`config.mk`:
```
export PLATFORM = sky130hd
export DESIGN_NAME = bootmode_loader
export DESIGN_NICKNAME = d
export VERILOG_FILES = /design/src/rtl/bml_pkg.sv /design/src/rtl/bml_divider.sv /design/src/rtl/bml_shifter.sv /design/src/rtl/bml_ctrl.sv /design/src/rtl/bootmode_loader.sv
export SDC_FILE = /design/constraint.sdc
export NUM_CORES = 1
export LEC_CHECK = 0
export BUFFER_PORTS_ARGS = -buffer_cell sky130_fd_sc_hd__buf_2
export CAP_MARGIN = 20
export CORE_ASPECT_RATIO = 0.7
export CORE_MARGIN = 3
export CORE_UTILIZATION = 45
export DETAILED_ROUTE_END_ITERATION = 7
export GPL_TIMING_DRIVEN = 0
export PLACE_DENSITY = 0.76
export SYNTH_ARGS = -nofsm -noshare
export SYNTH_HDL_FRONTEND = slang
export SYNTH_SLANG_ARGS = --single-unit
```
`constraint.sdc`:
```
create_clock -name clk -period 4.3 [get_ports clk]
set_input_delay 0.86 -clock clk [delete_from_list [all_inputs] [get_ports clk]]
set_output_delay 0.86 -clock clk [all_outputs]
set_load 0.1 [all_outputs]
```
`src/rtl/bml_pkg.sv`:
```
package bml_pkg;

  typedef enum logic [1:0] {
    ST_IDLE = 2'd0,
    ST_LOAD = 2'd1,
    ST_DONE = 2'd2
  } bml_state_e;

  typedef struct packed {
    logic fast;
    logic slow;
  } drive_sel_t;

  // Drive-speed field: 2'b10 fastest, 2'b01 slowest, others neither.
  function automatic drive_sel_t decode_drive(input logic [1:0] code);
    drive_sel_t r;
    r.fast = (code == 2'b10);
    r.slow = (code == 2'b01);
    return r;
  endfunction

  // Modulo increment used by the strobe divider.
  function automatic int unsigned wrap_inc(input int unsigned v, input int unsigned lim);
    return (v + 1 >= lim) ? 0 : v + 1;
  endfunction

endpackage

```
`src/rtl/bml_divider.sv`:
```
module bml_divider #(
  parameter int unsigned DIV = 256
) (
  input  logic clk,
  input  logic rst_n,
  input  logic run,
  output logic mode_clk,
  output logic sample_evt
);
  import bml_pkg::*;

  localparam int unsigned CW   = (DIV > 2) ? $clog2(DIV) : 1;
  localparam int unsigned HALF = DIV / 2;

  logic [CW-1:0] phase_q;
  logic [CW-1:0] phase_nx;

  always_comb begin
    phase_nx = CW'(wrap_inc(int'(phase_q), DIV));
  end

  always_ff @(posedge clk or negedge rst_n) begin
    if (!rst_n)   phase_q <= '0;
    else if (run) phase_q <= phase_nx;
    else          phase_q <= '0;
  end

  assign mode_clk   = run && (phase_q >= CW'(HALF));
  assign sample_evt = run && (phase_q == CW'(HALF - 1));

endmodule

```
`src/rtl/bml_shifter.sv`:
```
module bml_shifter #(
  parameter int unsigned W = 256
) (
  input  logic         clk,
  input  logic         rst_n,
  input  logic         clr,
  input  logic         sample,
  input  logic         din,
  output logic [W-1:0] word,
  output logic         last_evt
);
  localparam int unsigned BW = $clog2(W + 1);

  logic [W-1:0]  sh_q;
  logic [BW-1:0] nbits_q;

  always_ff @(posedge clk or negedge rst_n) begin
    if (!rst_n) begin
      sh_q    <= '0;
      nbits_q <= '0;
    end else if (clr) begin
      sh_q    <= '0;
      nbits_q <= '0;
    end else if (sample) begin
      sh_q    <= {din, sh_q[W-1:1]};
      nbits_q <= nbits_q + 1'b1;
    end
  end

  assign last_evt = sample && (nbits_q == BW'(W - 1));
  assign word     = sh_q;

endmodule

```
`src/rtl/bml_ctrl.sv`:
```
module bml_ctrl (
  input  logic clk,
  input  logic rst_n,
  input  logic pwr_good,
  input  logic last_evt,
  output logic loading,
  output logic done
);
  import bml_pkg::*;

  bml_state_e st_q, st_nx;

  always_comb begin
    st_nx = st_q;
    if (!pwr_good) begin
      st_nx = ST_IDLE;
    end else begin
      unique case (st_q)
        ST_IDLE: st_nx = ST_LOAD;
        ST_LOAD: if (last_evt) st_nx = ST_DONE;
        ST_DONE: st_nx = ST_DONE;
        default: st_nx = ST_IDLE;
      endcase
    end
  end

  always_ff @(posedge clk or negedge rst_n) begin
    if (!rst_n) st_q <= ST_IDLE;
    else        st_q <= st_nx;
  end

  assign loading = (st_q == ST_LOAD);
  assign done    = (st_q == ST_DONE);

endmodule

```
`src/rtl/bootmode_loader.sv`:
```
module bootmode_loader #(
  parameter int unsigned DIV       = 256,
  parameter int unsigned MODE_BITS = 256,
  parameter int unsigned DRV_LSB   = 13,
  parameter int unsigned HS_BIT    = 26
) (
  input  logic                 clk,
  input  logic                 rst_n,
  input  logic                 pwr_good,
  input  logic                 mode_din,
  output logic                 mode_clk,
  output logic [MODE_BITS-1:0] mode_word,
  output logic                 load_done,
  output logic                 core_rst_n,
  output logic                 drv_fast,
  output logic                 drv_slow,
  output logic                 ext_hs_en
);
  import bml_pkg::*;

  // Named internal events, observed by the bound checker.
  logic                 loading;
  logic                 sample_evt;
  logic                 last_evt;
  logic                 done_w;
  logic [MODE_BITS-1:0] raw_word;
  drive_sel_t           drv;

  bml_ctrl u_ctrl (
    .clk      (clk),
    .rst_n    (rst_n),
    .pwr_good (pwr_good),
    .last_evt (last_evt),
    .loading  (loading),
    .done     (done_w)
  );

  bml_divider #(.DIV(DIV)) u_div (
    .clk        (clk),
    .rst_n      (rst_n),
    .run        (loading),
    .mode_clk   (mode_clk),
    .sample_evt (sample_evt)
  );

  bml_shifter #(.W(MODE_BITS)) u_shift (
    .clk      (clk),
    .rst_n    (rst_n),
    .clr      (!pwr_good),
    .sample   (sample_evt),
    .din      (mode_din),
    .word     (raw_word),
    .last_evt (last_evt)
  );

  assign mode_word  = done_w ? raw_word : '0;
  assign load_done  = done_w;
  assign core_rst_n = done_w;

  always_comb begin
    drv = decode_drive(mode_word[DRV_LSB+1:DRV_LSB]);
  end

  assign drv_fast  = drv.fast;
  assign drv_slow  = drv.slow;
  assign ext_hs_en = mode_word[HS_BIT];

endmodule

```
==> results of run 1 <==
==> how the worst max path moves through the flow <==
stage,to,cells after the start
final,mode_word[160],6
after global routing,mode_word[160],6
after CTS,mode_word[160],6
after detailed placement,mode_word[160],6
after global placement,u_shift.word[221]$_DFFE_PN0P_,1
after floorplan,drv_fast,5
==> area by class of cell <==
cell class	count	area, um^2	area share (%)
Multi-Input combinational cell	1110	6390	37.3
Timing Repair Buffer	267	1390	8.13
Clock buffer	37	806	4.71
Inverter	10	37.5	0.219
Buffer	205	938	5.48
Sequential cell	275	6880	40.2
Clock inverter	14	156	0.914
Tap cell	412	515	3.01
==> worst max-delay path: cells and delay by family, from the launching register on <==
kind                     cells  cell delay (ps)
buffers and inverters        4             1610
flip-flops                   1              400
adder cells (fa/ha/maj)      1              380
AND/OR/NAND/NOR              1              220
==> through the flow <==
step / hold WS [ps] / power (uW)
after global routing: 307 / 6580
final: 273 / 6320
after global placement: 517 / 3740
after CTS: 284 / 6340
after floorplan: 488 / 3400
after detailed placement: 529 / 3780
==> state kept, by name (all words and copies together) (netlist names) <==
register,count
u_shift.word,256
u_ctrl.st_q,2
u_shift.nbits_q,9
u_div.phase_q,8
==> routing by layer <==
metal  share of wire (%)  vias to the layer above
li1                    -                     6362
met1                  46                     6774
met2                  44                      712
met3                 8.3                       62
met4                 1.5                        2
met5               0.016                        -
==> where the power goes <==
part           total, uW  internal, uW  switching, uW
Sequential          2620          2600           17.9
Combinational       1130           203            930
Clock               2560          1500           1070
Total               6320          4310           2010
==> cell usage after synthesis, types with 2 or more instances <==
| cell | instances | area share, % |
|---|---|---|
| nor2_1 | 6 | 0.16 |
| o31ai_2 | 2 | 0.18 |
| nand4b_1 | 2 | 0.12 |
| nor4_2 | 3 | 0.26 |
| and2_1 | 258 | 11 |
| mux2i_1 | 7 | 0.49 |
| nand2_1 | 13 | 0.34 |
| ha_1 | 7 | 0.62 |
| inv_1 | 9 | 0.24 |
| a21oi_1 | 262 | 9.2 |
| buf_4 | 6 | 0.32 |
| nand2b_1 | 6 | 0.26 |
| nor2b_1 | 3 | 0.13 |
| buf_2 | 75 | 2.6 |
| xor2_1 | 2 | 0.12 |
| o21ai_0 | 260 | 9.1 |
| clkbuf_1 | 117 | 3.1 |
| nand4_1 | 261 | 11 |
| dfrtp_1 | 275 | 48 |
| or3_1 | 3 | 0.13 |
| nand3_1 | 6 | 0.21 |
| buf_6 | 7 | 0.55 |
==> kinds of logic after synthesis <==
logic type	count (synthesis)
AOI/OAI and AO/OA	529
xor gates and xnor gates	3
adders and majority gates	7
buffers and inverters	215
DFF	275
muxes	7
and+or+nand+nor	564
==> summary.txt, run 1 <==
Layout
  – Finished Layout Cells: 2,330
  – Most common cell after layout, fill and taps aside: buf_2
  – Final standard cell area without fillers: 17,100 um^2
  – Commonest cells after routing, fill and taps aside: buf_2 (339), dfrtp_1 (275), a21oi_1 (262), nand4_1 (261), o21ai_0 (260)
  – Syn-to-layout area delta: 20.2%
  – # nets final: 1,909
  – Layout cell share with drive strength beyond 1: 21.5%
  – # diodes: 0
  – Layout fillers: 2,721
  – Core Util, Final: 56.0%

Timing
  – Fmax: 0.248 GHz
  – Worst Max-Slew Pin Slew: 865 ps
  – Final WS setup: 265 ps
  – RSZ-0062 raised after global routing: false
  – Final setup TNS: 0 ps
  – Final hold violations: 0
  – Clk_skew: 11.6 ps
  – Final setup violating endpoints: 0
  – Tcrit/Tclk final: 93.8%
  – Max-slew violations: 0
  – Max_slew headroom: 42.4%
  – Tmin final: 4030 ps

Global routing
  – Initial antenna violation count: 1
  – GR Util met1: 37.3%
  – Largest net degree at the start of global routing: 109
  – M3 GR Usage: 3.81%
  – Busiest layer in global routing: met1
  – Vias in the first global route: 12,900
  – All-layer global routing usage: 24.5%
  – First-pass GRT wire length: 69.1 mm
  – Met2 Resource Use GR: 37.0%
  – Grt ovf: 0

Placed design
  – Placed instance count: 2,279
  – Setup WS pre-CTS: 804 ps
  – RD Place Congestion: 0.856
  – HPWL Detailed: 29.2 mm
  – Placed cell areas: 16,200 um^2
  – PortBufs: 265

Clock tree
  – Clock-pin slew on the worst setup and hold paths: 60 ps
  – Hold-fix buffers at CTS: 0
  – CTS root buffer: clkbuf_16
  – CTS sink cnt: 275
  – CTS max path bufs: 3
  – Post-CTS setup buffer count: 0
  – H-tree depth: 1
  – Post-CTS sizing: 0
  – CTS buffer count: 29
  – CTS tree: yes
  – Clk_lat worst skew: 560 ps

Synth
  – Seq/Total Area, Yosys: 48.3%
  – Mux share of post-synthesis cell area: 0.492%
  – Simple-Gate Fraction of Synth Area: 24.6%
  – Synth cell types: 32
  – Async SR Flop Fraction: 100%
  – Post-synthesis compound-gate area fraction: 18.9%
  – Post-synth EDFFs: 0
  – Warnings, synthesis: 0
  – Prevailing post-synth register cell: dfrtp_1
  – Cells after Synth: 1,600
  – Mapped Area: 14,200 um^2
  – Xor and xnor area share after synthesis: 0.185%
  – Avg Cell Area, Syn: 8.90 um^2
  – Post-synth net total: 1,611
  – Main combinational cell family by area after synthesis: simple AND/OR/NAND/NOR gates
  – FF+latch count, synth: 275
  – Area share of fa/ha/maj cells after synthesis: 0.615%

Floorplanning
  – Top Ports: 266
  – Standard-cell rows: 53
  – Starting Density: 46.6%
  – Core outline area: 30,600 um^2
  – Die X-Extent: 219 um
  – DIE HEIGHT: 155 um
  – Die footprint: 33,800 um^2

Routing
  – Routed WL per cell: 18.3 um
  – Post-route ant nets: 0
  – DRT Pass-1 Iters: 6
  – WL final: 42.7 mm
  – DRT iter0 DRCs: 1,582
  – DRC: 0
  – Via count: 13,900
  – Vias per cell: 5.97

Critical path
  – Worst Setup SP: u_ctrl.st_q[0]$_DFFE_PN0P_
  – R2R cell count: 8
  – Critical R2R Capture: u_shift.word[51]$_DFFE_PN0P_
  – Worst-path cell chain: inv_1, ha_1, clkbuf_1, clkbuf_1, and2_1, buf_2
  – CP max stage delay: 700 ps
  – Worst reg2reg setup slack: 2140 ps
  – Critical path's slowest cell: clkbuf_1
  – Crit. End Element: primary output
  – Crit start category: flip-flop
  – CP Class: flip-flop to primary output
  – CP most frequent cell: clkbuf_1
  – Critical path peak fanout: 10
  – Reg-to-reg critical path startpoint: u_ctrl.st_q[1]$_DFFE_PN0P_
  – Critical Path AT: 3170 ps
  – Critical Path RT: 3440 ps

Power and ir drop
  – Leak Pwr: 0.00787 uW
  – Max VDD drop: 267 uV
  – Pwr Density: 369 nW/um^2

Outcome
  – Status: completed

Min path
  – Hold crit path type: input port to asynchronous set/reset pin

Run
  – Max-cap violations: 0
(Power assumes the default switching activity.)
==> run 2, diff against run 1 <==
--- a/config.mk
+++ b/config.mk
@@ -9,10 +9,10 @@
 export CAP_MARGIN = 20
 export CORE_ASPECT_RATIO = 0.7
 export CORE_MARGIN = 3
-export CORE_UTILIZATION = 45
+export CORE_UTILIZATION = 60
 export DETAILED_ROUTE_END_ITERATION = 7
 export GPL_TIMING_DRIVEN = 0
-export PLACE_DENSITY = 0.76
+export PLACE_DENSITY_LB_ADDON = 0.1
 export SYNTH_ARGS = -nofsm -noshare
 export SYNTH_HDL_FRONTEND = slang
 export SYNTH_SLANG_ARGS = --single-unit
==> run 2 against run 1 <==
Utilization increased by 18 points. Flip-flop and latch count unchanged. Global-route usage up 6.5 points. Critical path depth unchanged. Largest power group unchanged.
==> summary.txt, run 2 (same netlist as run 1, synthesis figures left out) <==
Outcome
  – Status: completed

Routing
  – DRC: 0
  – DRT Pass-1 Iters: 5
  – Post-route ant nets: 0
  – Routed WL per cell: 18.6 um
  – DRT iter0 DRCs: 1,606
  – WL final: 41.3 mm
  – Vias per cell: 6.31
  – Via count: 14,000

Floorplanning
  – Standard-cell rows: 46
  – Die X-Extent: 190 um
  – Die footprint: 25,600 um^2
  – Core outline area: 23,000 um^2
  – Starting Density: 62.0%
  – Top Ports: 266
  – DIE HEIGHT: 135 um

Global routing
  – First-pass GRT wire length: 66.5 mm
  – Grt ovf: 0
  – Largest net degree at the start of global routing: 105
  – All-layer global routing usage: 31.0%
  – Vias in the first global route: 12,700
  – Initial antenna violation count: 0

Clock tree
  – CTS tree: yes
  – CTS max path bufs: 3
  – Hold-fix buffers at CTS: 0
  – H-tree depth: 1
  – Post-CTS sizing: 0
  – Post-CTS setup buffer count: 0
  – Clk_lat worst skew: 530 ps
  – CTS buffer count: 27
  – CTS sink cnt: 275
  – CTS root buffer: clkbuf_16
  – Clock-pin slew on the worst setup and hold paths: 60 ps

Power and ir drop
  – Leak Pwr: 0.00782 uW
  – Total Power: 6060 uW
  – Pwr Density: 359 nW/um^2
  – Max VDD drop: 288 uV

Layout
  – # diodes: 0
  – Multi-input gate area: 6390 um^2
  – Most common cell after layout, fill and taps aside: buf_2
  – Syn-to-layout area delta: 18.5%
  – Reg area: 6880 um^2
  – Layout fillers: 1,748
  – # nets final: 1,907
  – Layout cell share with drive strength beyond 1: 21.1%
  – Final standard cell area without fillers: 16,900 um^2
  – Commonest cells after routing, fill and taps aside: buf_2 (339), dfrtp_1 (275), a21oi_1 (262), nand4_1 (261), o21ai_0 (260)
  – Largest register FFs: 256

Critical path
  – R2R cell count: 7
  – Crit. End Element: primary output
  – Top delay family on crit path: buffers and inverters
  – Critical Path RT: 3440 ps
  – Reg-to-reg critical path startpoint: u_div.phase_q[0]$_DFF_PN0_
  – Worst-path cell chain: inv_1, ha_1, clkbuf_1, clkbuf_1, and2_1, buf_2
  – Critical R2R Capture: u_shift.nbits_q[1]$_DFFE_PN0P_
  – Critical path peak fanout: 10
  – CP max stage delay: 600 ps
  – CP most frequent cell: clkbuf_1
  – Critical Path AT: 3050 ps
  – Crit start category: flip-flop
  – WP buf/inv: 4
  – CP Class: flip-flop to primary output
  – Critical path's slowest cell: clkbuf_1
  – Worst reg2reg setup slack: 2130 ps

Min path
  – Hold crit path type: input port to asynchronous set/reset pin

Timing
  – Worst Max-Slew Pin Slew: 727 ps
  – Max-slew violations: 0
  – Max_slew headroom: 51.5%
  – Tcrit/Tclk final: 91.0%
  – Final WS setup: 387 ps
  – RSZ-0062 raised after global routing: false
  – Clk_skew: 16.4 ps
  – Final setup violating endpoints: 0
  – Tmin final: 3910 ps
  – Final setup TNS: 0 ps
  – Fmax: 0.256 GHz
  – Final hold violations: 0

Placed design
  – Setup WS pre-CTS: 944 ps
  – PortBufs: 265
  – RD Place Congestion: 0.856
  – HPWL Detailed: 27.6 mm
  – Placed cell areas: 16,000 um^2

Run
  – Max-cap violations: 0
-- run 2: final cells by class --
| class | count | share of cell area [%] |
|---|---|---|
| repair buffers | 267 | 8.24 |
| multi-input cells | 1110 | 37.9 |
| plain buffers | 205 | 5.56 |
| inverters | 10 | 0.222 |
| clock inverters | 5 | 0.297 |
| clock buffers | 41 | 4.73 |
| flip-flops and latches | 275 | 40.8 |
| well taps | 312 | 2.31 |
-- run 2: worst max-delay path by stage --
| stage | startpoint | to | slack (ps) | cells after the start |
|---|---|---|---|---|
| floorplan | u_ctrl.st_q[0]$_DFFE_PN0P_ | drv_fast | 30 | 5 |
| global placement | rst_n | u_shift.word[141]$_DFFE_PN0P_ | -2740 | 1 |
| detailed placement | u_ctrl.st_q[0]$_DFFE_PN0P_ | mode_word[151] | 940 | 6 |
| CTS | u_ctrl.st_q[0]$_DFFE_PN0P_ | mode_word[151] | 390 | 6 |
| global route | u_ctrl.st_q[0]$_DFFE_PN0P_ | mode_word[147] | 190 | 6 |
| finish | u_ctrl.st_q[0]$_DFFE_PN0P_ | mode_word[151] | 390 | 6 |
-- run 2: layer usage --
metal | global-route usage, % | wire length, um | vias to the layer above
li1 | - | - | 6361
met1 | 49.3 | 18500 | 6838
met2 | 45.4 | 18200 | 780
met3 | 4.28 | 3720 | 65
met4 | 6.60 | 823 | 0
met5 | 0 | 0 | -
-- run 2: where the power goes --
part	total [uW]	leakage (uW)	switching, uW	internal, uW
Clock	2300	0.000421	976	1330
Sequential	2620	0.00384	18.9	2600
Combinational	1130	0.00355	931	203
-- run 2: stage by stage --
stage,instances,hold slack [ps],util [%]
after detailed placement,2179,531,69.8
final,2225,317,73.5
after floorplan,1600,488,-
after global routing,2225,367,73.5
after global placement,2177,517,69.5
after CTS,2225,346,73.5
